==> config.mk <==
export PLATFORM = sky130hd
export DESIGN_NAME = prefix_adder
export DESIGN_NICKNAME = d
export VERILOG_FILES = /design/src/rtl/adder_pkg.sv /design/src/rtl/pg_stage.sv /design/src/rtl/prefix_cell.sv /design/src/rtl/prefix_network.sv /design/src/rtl/sum_stage.sv /design/src/rtl/prefix_adder.sv
export SDC_FILE = /design/constraint.sdc
export NUM_CORES = 1
export LEC_CHECK = 0
export ABC_CLOCK_PERIOD_IN_PS = 4600
export BUFFER_PORTS_ARGS = -buffer_cell sky130_fd_sc_hd__buf_2
export CAP_MARGIN = 20
export CORE_MARGIN = 3
export CORE_UTILIZATION = 40
export DETAILED_ROUTE_END_ITERATION = 10
export PLACE_DENSITY_LB_ADDON = 0.12
export REMOVE_ABC_BUFFERS = 1
export SYNTH_ARGS = -nofsm -noshare
export SYNTH_HDL_FRONTEND = slang
export SYNTH_SLANG_ARGS = --single-unit
export TNS_END_PERCENT = 30
==> constraint.sdc <==
create_clock -name clk -period 4.6 [get_ports clk]
set_clock_uncertainty 0.15 [all_clocks]
set_input_delay 0.46 -clock clk [delete_from_list [all_inputs] [get_ports clk]]
set_output_delay 0.46 -clock clk [all_outputs]
set_load 0.01 [all_outputs]
==> src/rtl/adder_pkg.sv <==
package adder_pkg;

  typedef enum logic [1:0] {
    TOPO_DENSE  = 2'd0,
    TOPO_SPARSE = 2'd1,
    TOPO_HYBRID = 2'd2
  } topo_e;

  // Number of combine levels for a given variant and log2 of the width.
  function automatic int tree_levels(topo_e t, int lg);
    case (t)
      TOPO_SPARSE: return (2 * lg) - 1;
      TOPO_HYBRID: return lg + 1;
      default:     return lg;
    endcase
  endfunction

  // Distance between the two inputs of a cell on a given level.
  function automatic int level_span(topo_e t, int lg, int lvl);
    case (t)
      TOPO_SPARSE: return (lvl < lg) ? (1 << lvl) : (1 << ((2 * lg) - 2 - lvl));
      TOPO_HYBRID: return (lvl < lg) ? (1 << lvl) : 1;
      default:     return 1 << lvl;
    endcase
  endfunction

  // Whether bit position i holds a combine cell on a given level.
  function automatic bit cell_here(topo_e t, int lg, int lvl, int i);
    int d;
    d = level_span(t, lg, lvl);
    case (t)
      TOPO_SPARSE: begin
        if (lvl < lg) return ((i + 1) % (2 * d)) == 0;
        else          return (((i + 1) % (2 * d)) == d) && (i >= 2 * d);
      end
      TOPO_HYBRID: begin
        if (lvl < lg) return ((i % 2) == 1) && (i >= d);
        else          return ((i % 2) == 0) && (i >= 2);
      end
      default: return i >= d;
    endcase
  endfunction

endpackage

==> src/rtl/pg_stage.sv <==
module pg_stage #(
  parameter int WIDTH = 16
) (
  input  logic [WIDTH-1:0] a_i,
  input  logic [WIDTH-1:0] b_i,
  output logic [WIDTH-1:0] gen_o,
  output logic [WIDTH-1:0] prop_o
);
  assign gen_o  = a_i & b_i;
  assign prop_o = a_i ^ b_i;
endmodule

==> src/rtl/prefix_cell.sv <==
module prefix_cell (
  input  logic g_hi,
  input  logic p_hi,
  input  logic g_lo,
  input  logic p_lo,
  output logic g_o,
  output logic p_o
);
  assign g_o = g_hi | (p_hi & g_lo);
  assign p_o = p_hi & p_lo;
endmodule

==> src/rtl/prefix_network.sv <==
module prefix_network
  import adder_pkg::*;
#(
  parameter int    WIDTH = 16,
  parameter topo_e TOPO  = TOPO_DENSE
) (
  input  logic [WIDTH-1:0] gen_i,
  input  logic [WIDTH-1:0] prop_i,
  output logic [WIDTH-1:0] grp_gen_o,
  output logic [WIDTH-1:0] grp_prop_o
);
  localparam int LG = $clog2(WIDTH);
  localparam int LV = tree_levels(TOPO, LG);

  logic [LV:0][WIDTH-1:0] gs;
  logic [LV:0][WIDTH-1:0] ps;

  assign gs[0] = gen_i;
  assign ps[0] = prop_i;

  for (genvar lv = 0; lv < LV; lv++) begin : g_level
    localparam int D = level_span(TOPO, LG, lv);
    for (genvar i = 0; i < WIDTH; i++) begin : g_bit
      if (cell_here(TOPO, LG, lv, i)) begin : g_cell
        prefix_cell u_cell (
          .g_hi (gs[lv][i]),
          .p_hi (ps[lv][i]),
          .g_lo (gs[lv][i-D]),
          .p_lo (ps[lv][i-D]),
          .g_o  (gs[lv+1][i]),
          .p_o  (ps[lv+1][i])
        );
      end else begin : g_pass
        assign gs[lv+1][i] = gs[lv][i];
        assign ps[lv+1][i] = ps[lv][i];
      end
    end
  end

  assign grp_gen_o  = gs[LV];
  assign grp_prop_o = ps[LV];
endmodule

==> src/rtl/sum_stage.sv <==
module sum_stage #(
  parameter int WIDTH = 16
) (
  input  logic [WIDTH-1:0] prop_i,
  input  logic [WIDTH-1:0] grp_gen_i,
  input  logic [WIDTH-1:0] grp_prop_i,
  input  logic             cin_i,
  output logic [WIDTH-1:0] sum_o,
  output logic             cout_o
);
  logic [WIDTH:0] carry;

  // Carry into bit i+1 from the prefix pair of bits i..0 and the external carry.
  assign carry[0]       = cin_i;
  assign carry[WIDTH:1] = grp_gen_i | (grp_prop_i & {WIDTH{cin_i}});

  assign sum_o  = prop_i ^ carry[WIDTH-1:0];
  assign cout_o = carry[WIDTH];
endmodule

==> src/rtl/prefix_adder.sv <==
module prefix_adder
  import adder_pkg::*;
#(
  parameter int    WIDTH = 16,
  parameter topo_e TOPO  = TOPO_DENSE
) (
  input  logic             clk,
  input  logic             rst,
  input  logic [WIDTH-1:0] a_i,
  input  logic [WIDTH-1:0] b_i,
  input  logic             cin_i,
  output logic [WIDTH-1:0] sum_o,
  output logic             cout_o
);
  logic [WIDTH-1:0] gen_bit, prop_bit;
  logic [WIDTH-1:0] grp_gen, grp_prop;
  logic [WIDTH-1:0] sum_comb;
  logic             cout_comb;

  pg_stage #(.WIDTH(WIDTH)) u_pg (
    .a_i    (a_i),
    .b_i    (b_i),
    .gen_o  (gen_bit),
    .prop_o (prop_bit)
  );

  prefix_network #(.WIDTH(WIDTH), .TOPO(TOPO)) u_net (
    .gen_i      (gen_bit),
    .prop_i     (prop_bit),
    .grp_gen_o  (grp_gen),
    .grp_prop_o (grp_prop)
  );

  sum_stage #(.WIDTH(WIDTH)) u_sum (
    .prop_i     (prop_bit),
    .grp_gen_i  (grp_gen),
    .grp_prop_i (grp_prop),
    .cin_i      (cin_i),
    .sum_o      (sum_comb),
    .cout_o     (cout_comb)
  );

  always_ff @(posedge clk) begin
    if (rst) begin
      sum_o  <= '0;
      cout_o <= 1'b0;
    end else begin
      sum_o  <= sum_comb;
      cout_o <= cout_comb;
    end
  end
endmodule

==> run summary, run 1 <==
The run finished with clean final reports. The synthesized area per cell is 8.667 um2. The critical path startpoint category is an input pin. After clock tree synthesis, the clock-pin slew on the worst setup and hold paths is 110 ps. The tools report the critical path launch point as a_i[10]. Capture point of the worst path: sum_o[15]. For the headroom to the max-slew limit, the log shows 0.7501. The largest total area in the synthesized netlist belongs to sky130_fd_sc_hd__dfxtp_1. The logs give 0.001300 mm2 for the post-synth design cell area and 4640 ps for the required time reported for the critical path endpoint. The critical path is of the in2reg type.

Initial core utilization: 0.4224. The share of cells above drive strength 1 works out to 0.3202. The mean number of vias per cell is 5.283. Die span in y: 63.01 um. The tool flagged a number of max-cap violations equal to 0.

The share of the cycle needed by the critical path after routing came out at 0.4641. Counting the buffers created by CTS gives 3. The final count of hold timing violations is 0, and the measured slew at the worst slew-check pin is 374.9 ps.

At the end of routability-driven placement, the weighted congestion stood at 0.8479. Measured along the x axis, the die boundary spans 63.01 um. The library cells used most frequently in the layout, excluding fill and tap cells, are sky130_fd_sc_hd__buf_2, sky130_fd_sc_hd__dfxtp_1, sky130_fd_sc_hd__ha_1. Entering global routing, the biggest net connects 21 pins.

The initial antenna violation count is 0. Number of setup violations in the final report: 0. The path class of the tightest hold or removal check is in2reg.

Across all layers, the routed design uses 1305 vias. The HPWL reported at the end of detailed placement is 2587 um, and the register bit count reported by yosys is 17. The largest driver fanout on the critical path was 8. The fraction of registers with async set or reset after synthesis is 0. The tools report the utilization after layout as 0.5293. The category of the worst setup path capture point is a flop. The floorplan core area was 0.003078 mm2. The tools report the number of filler instances in the final layout as 307. The adder-cell share of the synthesized area is 0.1694, and the maximum ir drop on the vdd rail is 0.0001097 V. The final layout contains 256 nets. In the post-synthesis netlist, the biggest area contributors are sky130_fd_sc_hd__dfxtp_1, sky130_fd_sc_hd__ha_1, sky130_fd_sc_hd__nor2_1, sky130_fd_sc_hd__a21oi_1, sky130_fd_sc_hd__a21o_1. The logs give 0 for the number of post-CTS setup repair buffers and 2180 ps for the arrival time of data at the critical path endpoint. For the cell area reported after detailed placement, the log shows 0.001603 mm2. The final critical-path required period was 2135 ps.

Post-synthesis sequential area ratio: 0.2618. The share of Yosys cell area claimed by the top area cell type works out to 0.2618. The final design area excluding fillers was 0.001629 mm2; the number of sinks driven by the clock tree was 17. The first global-routing pass estimated 5030 um of wire.

Basic-gate share of the synthesized area counting and, or, nand and nor cells: 0.1867. Clock tree synthesis selected as its root buffer the cell sky130_fd_sc_hd__clkbuf_4. The highest attainable clock frequency is 0.4684 GHz, and the instance count after placement with tap cells included is 243. Counting distinct cell types in the post-synthesis netlist gives 41. Setup repair after global routing left no endpoint under its margin.

The number of iterations in the first detailed-routing pass is 4, and the leakage dissipation is 0.8081 nW. 0 antenna diodes ended up in the layout. Portion of netlist area occupied by mux cells: 0.02599.

The post-synthesis compound-gate area fraction was 0.2801. The most common cell after layout, fill and taps aside is sky130_fd_sc_hd__buf_2. The run gives 1189 as the via count of the first global-routing pass. The initial DRC count came out at 27. By area, the combinational part of the netlist is dominated by compound AO/OA/AOI/OAI gates.

The final-report max-slew violation count was 0. The number of H-tree levels is 1, and the total routing usage reported by global routing is 0.1545. The number of enable-type register cells in the synthesized netlist was 0; the number of hold buffers added after CTS was 0.

The longest clock path from root to sink contains 2 buffers. For this design the ratio of total power to cell area is 265.0 mW/mm2. The area growth from synthesis to layout is 25.31%. Count of placed standard cells in the final layout, fillers left out: 247.

In this run, post-CTS repair resized a total of 0 instances. The parity-gate share of the synthesized area counting xor and xnor cells is 0.04716, and the total DRC errors in the routed layout is 0. After global routing the overflow that remains totals 0.

For this run, the number of Yosys warnings is 0. The total wirelength of the detailed-routed design was 3178 um. In this run the remaining antenna-violating nets after routing total 0. The cell count after synthesis came out at 150. The most used flip-flop cell after synthesis is sky130_fd_sc_hd__dfxtp_1. Port buffering added 51 buffers. 52 I/O pins were placed. The aggregate negative setup slack is 0 ps. TritonCTS built the clock tree. The per-cell routed wire length was 12.87 um; the worst hold slack was 392.2 ps.

The initialized floorplan defines 20 standard-cell rows. The die covers 0.003970 mm2.
==> layout make-up <==
type                    count  area (um2)  area share
well taps                  44       55.05     0.03379
inverters                   8       30.03     0.01843
multi-input cells         123       922.1      0.5661
flip-flops and latches     17       340.3      0.2089
clock buffers               4       26.28     0.01613
repair buffers             51       255.2      0.1567
==> worst max-delay path, stage by stage <==
cell and delay (ps):
sky130_fd_sc_hd__buf_2 100, sky130_fd_sc_hd__ha_1 370, sky130_fd_sc_hd__a21oi_1 280, sky130_fd_sc_hd__o21ai_1 170
sky130_fd_sc_hd__a221o_1 330, sky130_fd_sc_hd__a31oi_2 140, sky130_fd_sc_hd__mux2_1 330
==> flip-flops by register name, indices dropped and copies added (netlist names) <==
signal,count
sum_o,16
cout_o,1
==> stage by stage <==
stage	power (mW)	setup slack (ps)
after global routing	0.4591	2399
after floorplan	0.2924	2404
after global placement	0.3471	2223
final	0.4316	2465
after CTS	0.4334	2496
after detailed placement	0.3509	2180
==> worst min path at each step <==
stage	from	end	slack [ps]	cells past startpoint
after CTS	rst	sum_o[0]	390	2
final	rst	sum_o[0]	390	2
after detailed placement	rst	sum_o[0]	700	2
after global routing	rst	sum_o[0]	400	2
after global placement	b_i[15]	cout_o	700	4
after floorplan	rst	sum_o[0]	380	1
==> report_power, final <==
group          internal, mW  switching, mW
Sequential            0.166        0.00400
Combinational        0.0792         0.0983
Clock                0.0337         0.0504
Total                 0.279          0.153
==> cell families (layout without fill, tap and decap cells) <==
group	Yosys count	count (layout)
buffers and inverters	10	63
AOI/OAI and AO/OA	49	49
xor gates and xnor gates	7	7
and+or+nand+nor	47	47
DFF	17	17
muxes	3	3
adders and majority gates	17	17
==> routing by layer <==
layer / global-route usage / up-vias / wire [um]
li1: - / 657 / -
met1: 0.1963 / 594 / 1468
met2: 0.2503 / 49 / 1473
met3: 0.03417 / 5 / 203
met4: 0.06336 / 0 / 32
met5: 0 / - / 0
==> cell usage after synthesis, types with 3 or more instances <==
cell type,count
sky130_fd_sc_hd__dfxtp_1,17
sky130_fd_sc_hd__ha_1,16
sky130_fd_sc_hd__nor2_1,15
sky130_fd_sc_hd__a21oi_1,11
sky130_fd_sc_hd__inv_1,8
sky130_fd_sc_hd__nand2_1,8
sky130_fd_sc_hd__a21o_1,7
sky130_fd_sc_hd__nor3_1,7
sky130_fd_sc_hd__o21ai_0,7
sky130_fd_sc_hd__a31oi_1,5
sky130_fd_sc_hd__xor2_1,4
sky130_fd_sc_hd__mux2_1,3
sky130_fd_sc_hd__nor2b_1,3
sky130_fd_sc_hd__nor3b_1,3
sky130_fd_sc_hd__xnor2_1,3
Power figures use the tool's default switching activity.
==> run 2: changes to the inputs <==
ABC_CLOCK_PERIOD_IN_PS = 2050   (was 4600)
clock period = 2.05 ns   (was 4.6 ns; I/O delays follow)
==> run summary, run 2 (synthesis gave the netlist of run 1 again) <==
The run gives 0 (unchanged) as the number of cells upsized or downsized after cts. The share of power burned in registers was 0.373 (-0.021); the number of flip-flops under the largest register name was 16 (unchanged). The tools report the number of sinks driven by the clock tree as 17 (unchanged).

The initial antenna violation count was 0 (unchanged). The most critical setup path has its startpoint at a_i[0]. The mean number of vias per cell came out at 5.093 (-3.6%).

The detailed-route via count is 1370 (+5.0%). In this run the worst setup path terminates at sum_o[15]. The number of iterations in the first detailed-routing pass is 4 (unchanged), and the final count of hold timing violations is 0 (unchanged).

The initial DRC count was 34 (+26%). First-pass GRT wire length: 5478 um (+8.9%). The required time reported for the critical path endpoint was 2080 ps (-2560 ps); the number of post-CTS setup repair buffers was 0 (unchanged). The combined buffer and inverter count along the critical path is 1 (unchanged). The register with the most flip-flops in the final layout is sum_o. The leakage dissipation was 0.9145 nW (+13%); the share of cells above drive strength 1 was 0.3867 (+0.06647). Most common cell after layout, fill and taps aside: sky130_fd_sc_hd__buf_2. For the remaining global-route overflow, the log shows 0 (unchanged). The logs give 0.3445 mW (+130%) for the total net switching power and 0.4224 (unchanged) for the initial core utilization. The power per cell area came out at 566.8 mW/mm2 (+110%). The total wirelength of the detailed-routed design is 3219 um (+1.3%). The run gives 0 (unchanged) as the number of hold buffers added after CTS. The standard-cell row count came out at 20 (unchanged). The number of nets in the layout was 278 (+8.6%).

The total DRC errors in the routed layout was 0 (unchanged); the width of the die was 63.01 um (unchanged). The headroom to the max-slew limit was 0.7556 (+0.005506); the slack of the critical path was 195.3 ps (-2270 ps). The worst slack at placement was -106.8 ps (-2287 ps).

The count of placed standard cells in the final layout, fillers left out is 269 (+8.9%). The tightest min-delay check is of the in2reg type. The global placement routability congestion was 0.8598 (+1.4%).

The logs give 0.003078 mm2 (unchanged) for the floorplan core area and 3 (unchanged) for the number of buffers inserted during clock tree synthesis. The largest registers in the layout are sum_o x16, cout_o x1. Grouping stages by cell kind, the critical path spends the most delay in compound AO/OA/AOI/OAI gates. The number of H-tree levels is 1 (unchanged). The die span in y is 63.01 um (unchanged), and the share of the cycle needed by the critical path after routing is 0.9048. The number of diodes added for antenna fixing is 0 (unchanged), and the count of max-cap constraint violations is 0 (unchanged). The count of input and output buffers came out at 51 (unchanged). Walking the worst path, the cells encountered are buf_2 > ha_1 > a211oi_4 > o21ai_2 > a31o_4 > a31oi_2 > mux2_1. The slowest cell on the critical path was sky130_fd_sc_hd__ha_1.

Total internal power: 0.6725 mW (+140%). Type of the worst setup path: in2reg. The tools report the utilization after layout as 0.5829 (+0.05366). Setup repair after global routing left no endpoint under its margin. The aggregate negative setup slack was 0 ps (unchanged); the layout-stage area growth over the synthesis result was 38.02%. Instance count after placement with tap cells included: 265 (+9.1%).

Subtracting the final worst setup slack from the clock period gives 1855 ps. Derived from the worst setup path, the maximum achievable clock frequency is 0.5392 GHz. For the post-route antenna net violation count, the log shows 0 (unchanged). The tools report the maximum number of pins on one net before global-route repair as 21 (unchanged).

Peak per-stage delay on the critical path: 340 ps (-30 ps). TritonCTS built the clock tree. The per-cell routed wire length is 11.97 um (-7.0%). The instance count on the critical path came out at 7 (unchanged). The switching share of total power is 0.3387 (-0.01507), and the total routing usage reported by global routing is 0.1659 (+0.01144). CTS clock-pin slew for the worst setup and hold paths: 100 ps (about the same). The largest driver fanout on the critical path was 3 (-5); the measured slew at the worst slew-check pin was 366.6 ps (-8.259 ps).

For the arrival time of data at the critical path endpoint, the log shows 1890 ps (-290 ps). The final-report max-slew violation count was 0 (unchanged). The logs give 340.3 um2 (unchanged) for the area of all sequential standard cells and 307 (unchanged) for the number of filler instances in the final layout. The number of placed I/O pins was 52 (unchanged).

For the portion of total power attributed to combinational logic, the log shows 0.449 (+0.038). STA classifies the critical path endpoint as a flop. The maximum clock insertion buffer count is 2 (unchanged).

The root buffer cell chosen for the clock tree is sky130_fd_sc_hd__clkbuf_4. The number of setup violations in the final report came out at 0 (unchanged). The run finished with clean final reports. The logs give 0.177 (-0.018) for the power share of the clock group and 922.1 um2 (unchanged) for the area taken by multi-input logic gates. Full die area: 0.003970 mm2 (unchanged). The via count of the first global-routing pass was 1309 (+10%). The critical path startpoint category is an input pin.

The maximum ir drop on the vdd rail is 0.0002255 V (+110%). In the layout the commonest cells are sky130_fd_sc_hd__buf_2, sky130_fd_sc_hd__buf_4, sky130_fd_sc_hd__dfxtp_1. For the HPWL reported at the end of detailed placement, the log shows 2743 um (+6.0%).
## run 2: cell types whose count changed in the layout (fill, tap and decap cells not counted)
cell / delta
sky130_fd_sc_hd__buf_4: +22
## run 2: how the worst min path moves through the flow
| stage | to | from | slack, ps | cells after the start |
|---|---|---|---|---|
| floorplan | sum_o[0] | rst | 120 | 1 |
| global placement | cout_o | b_i[15] | 440 | 4 |
| detailed placement | sum_o[0] | rst | 440 | 2 |
| CTS | cout_o | b_i[15] | 140 | 4 |
| global route | sum_o[0] | rst | 140 | 2 |
| finish | cout_o | b_i[15] | 140 | 4 |
## run 2: final cells by class
cell class / instances / share of cell area
sequential: 17 / 0.1897
multi-input combinational: 123 / 0.5139
tap: 44 / 0.03068
inverter: 8 / 0.01674
timing repair buffer: 73 / 0.2343
clock buffer: 4 / 0.01464
## run 2: routing by layer
layer | vias to the layer above | share of wire | global-route usage
li1 | 701 | - | -
met1 | 622 | 0.47 | 0.2144
met2 | 47 | 0.47 | 0.2872
met3 | 0 | 0.055 | 0.02878
met4 | 0 | 0 | 0.03306
met5 | - | 0 | 0
## run 2: through the flow
stage                     power, mW  hold WS [ps]  instance area, um2
after global placement       0.8356         441.9                1768
after detailed placement     0.8436         439.7                1768
after global routing          1.095         140.3                1794
final                         1.017         139.6                1794
after floorplan              0.6562         121.7                1292
after CTS                     1.026         135.8                1794
## run 2: power by group through the flow
stage	Combinational (mW)	Sequential, mW	Clock, mW
3_3_place_gp	0.448	0.387	0
4_1_cts	0.458	0.380	0.188
6_report	0.457	0.380	0.180
5_1_grt	0.507	0.385	0.204
2_1_floorplan	0.242	0.414	0
3_5_place_dp	0.455	0.388	0
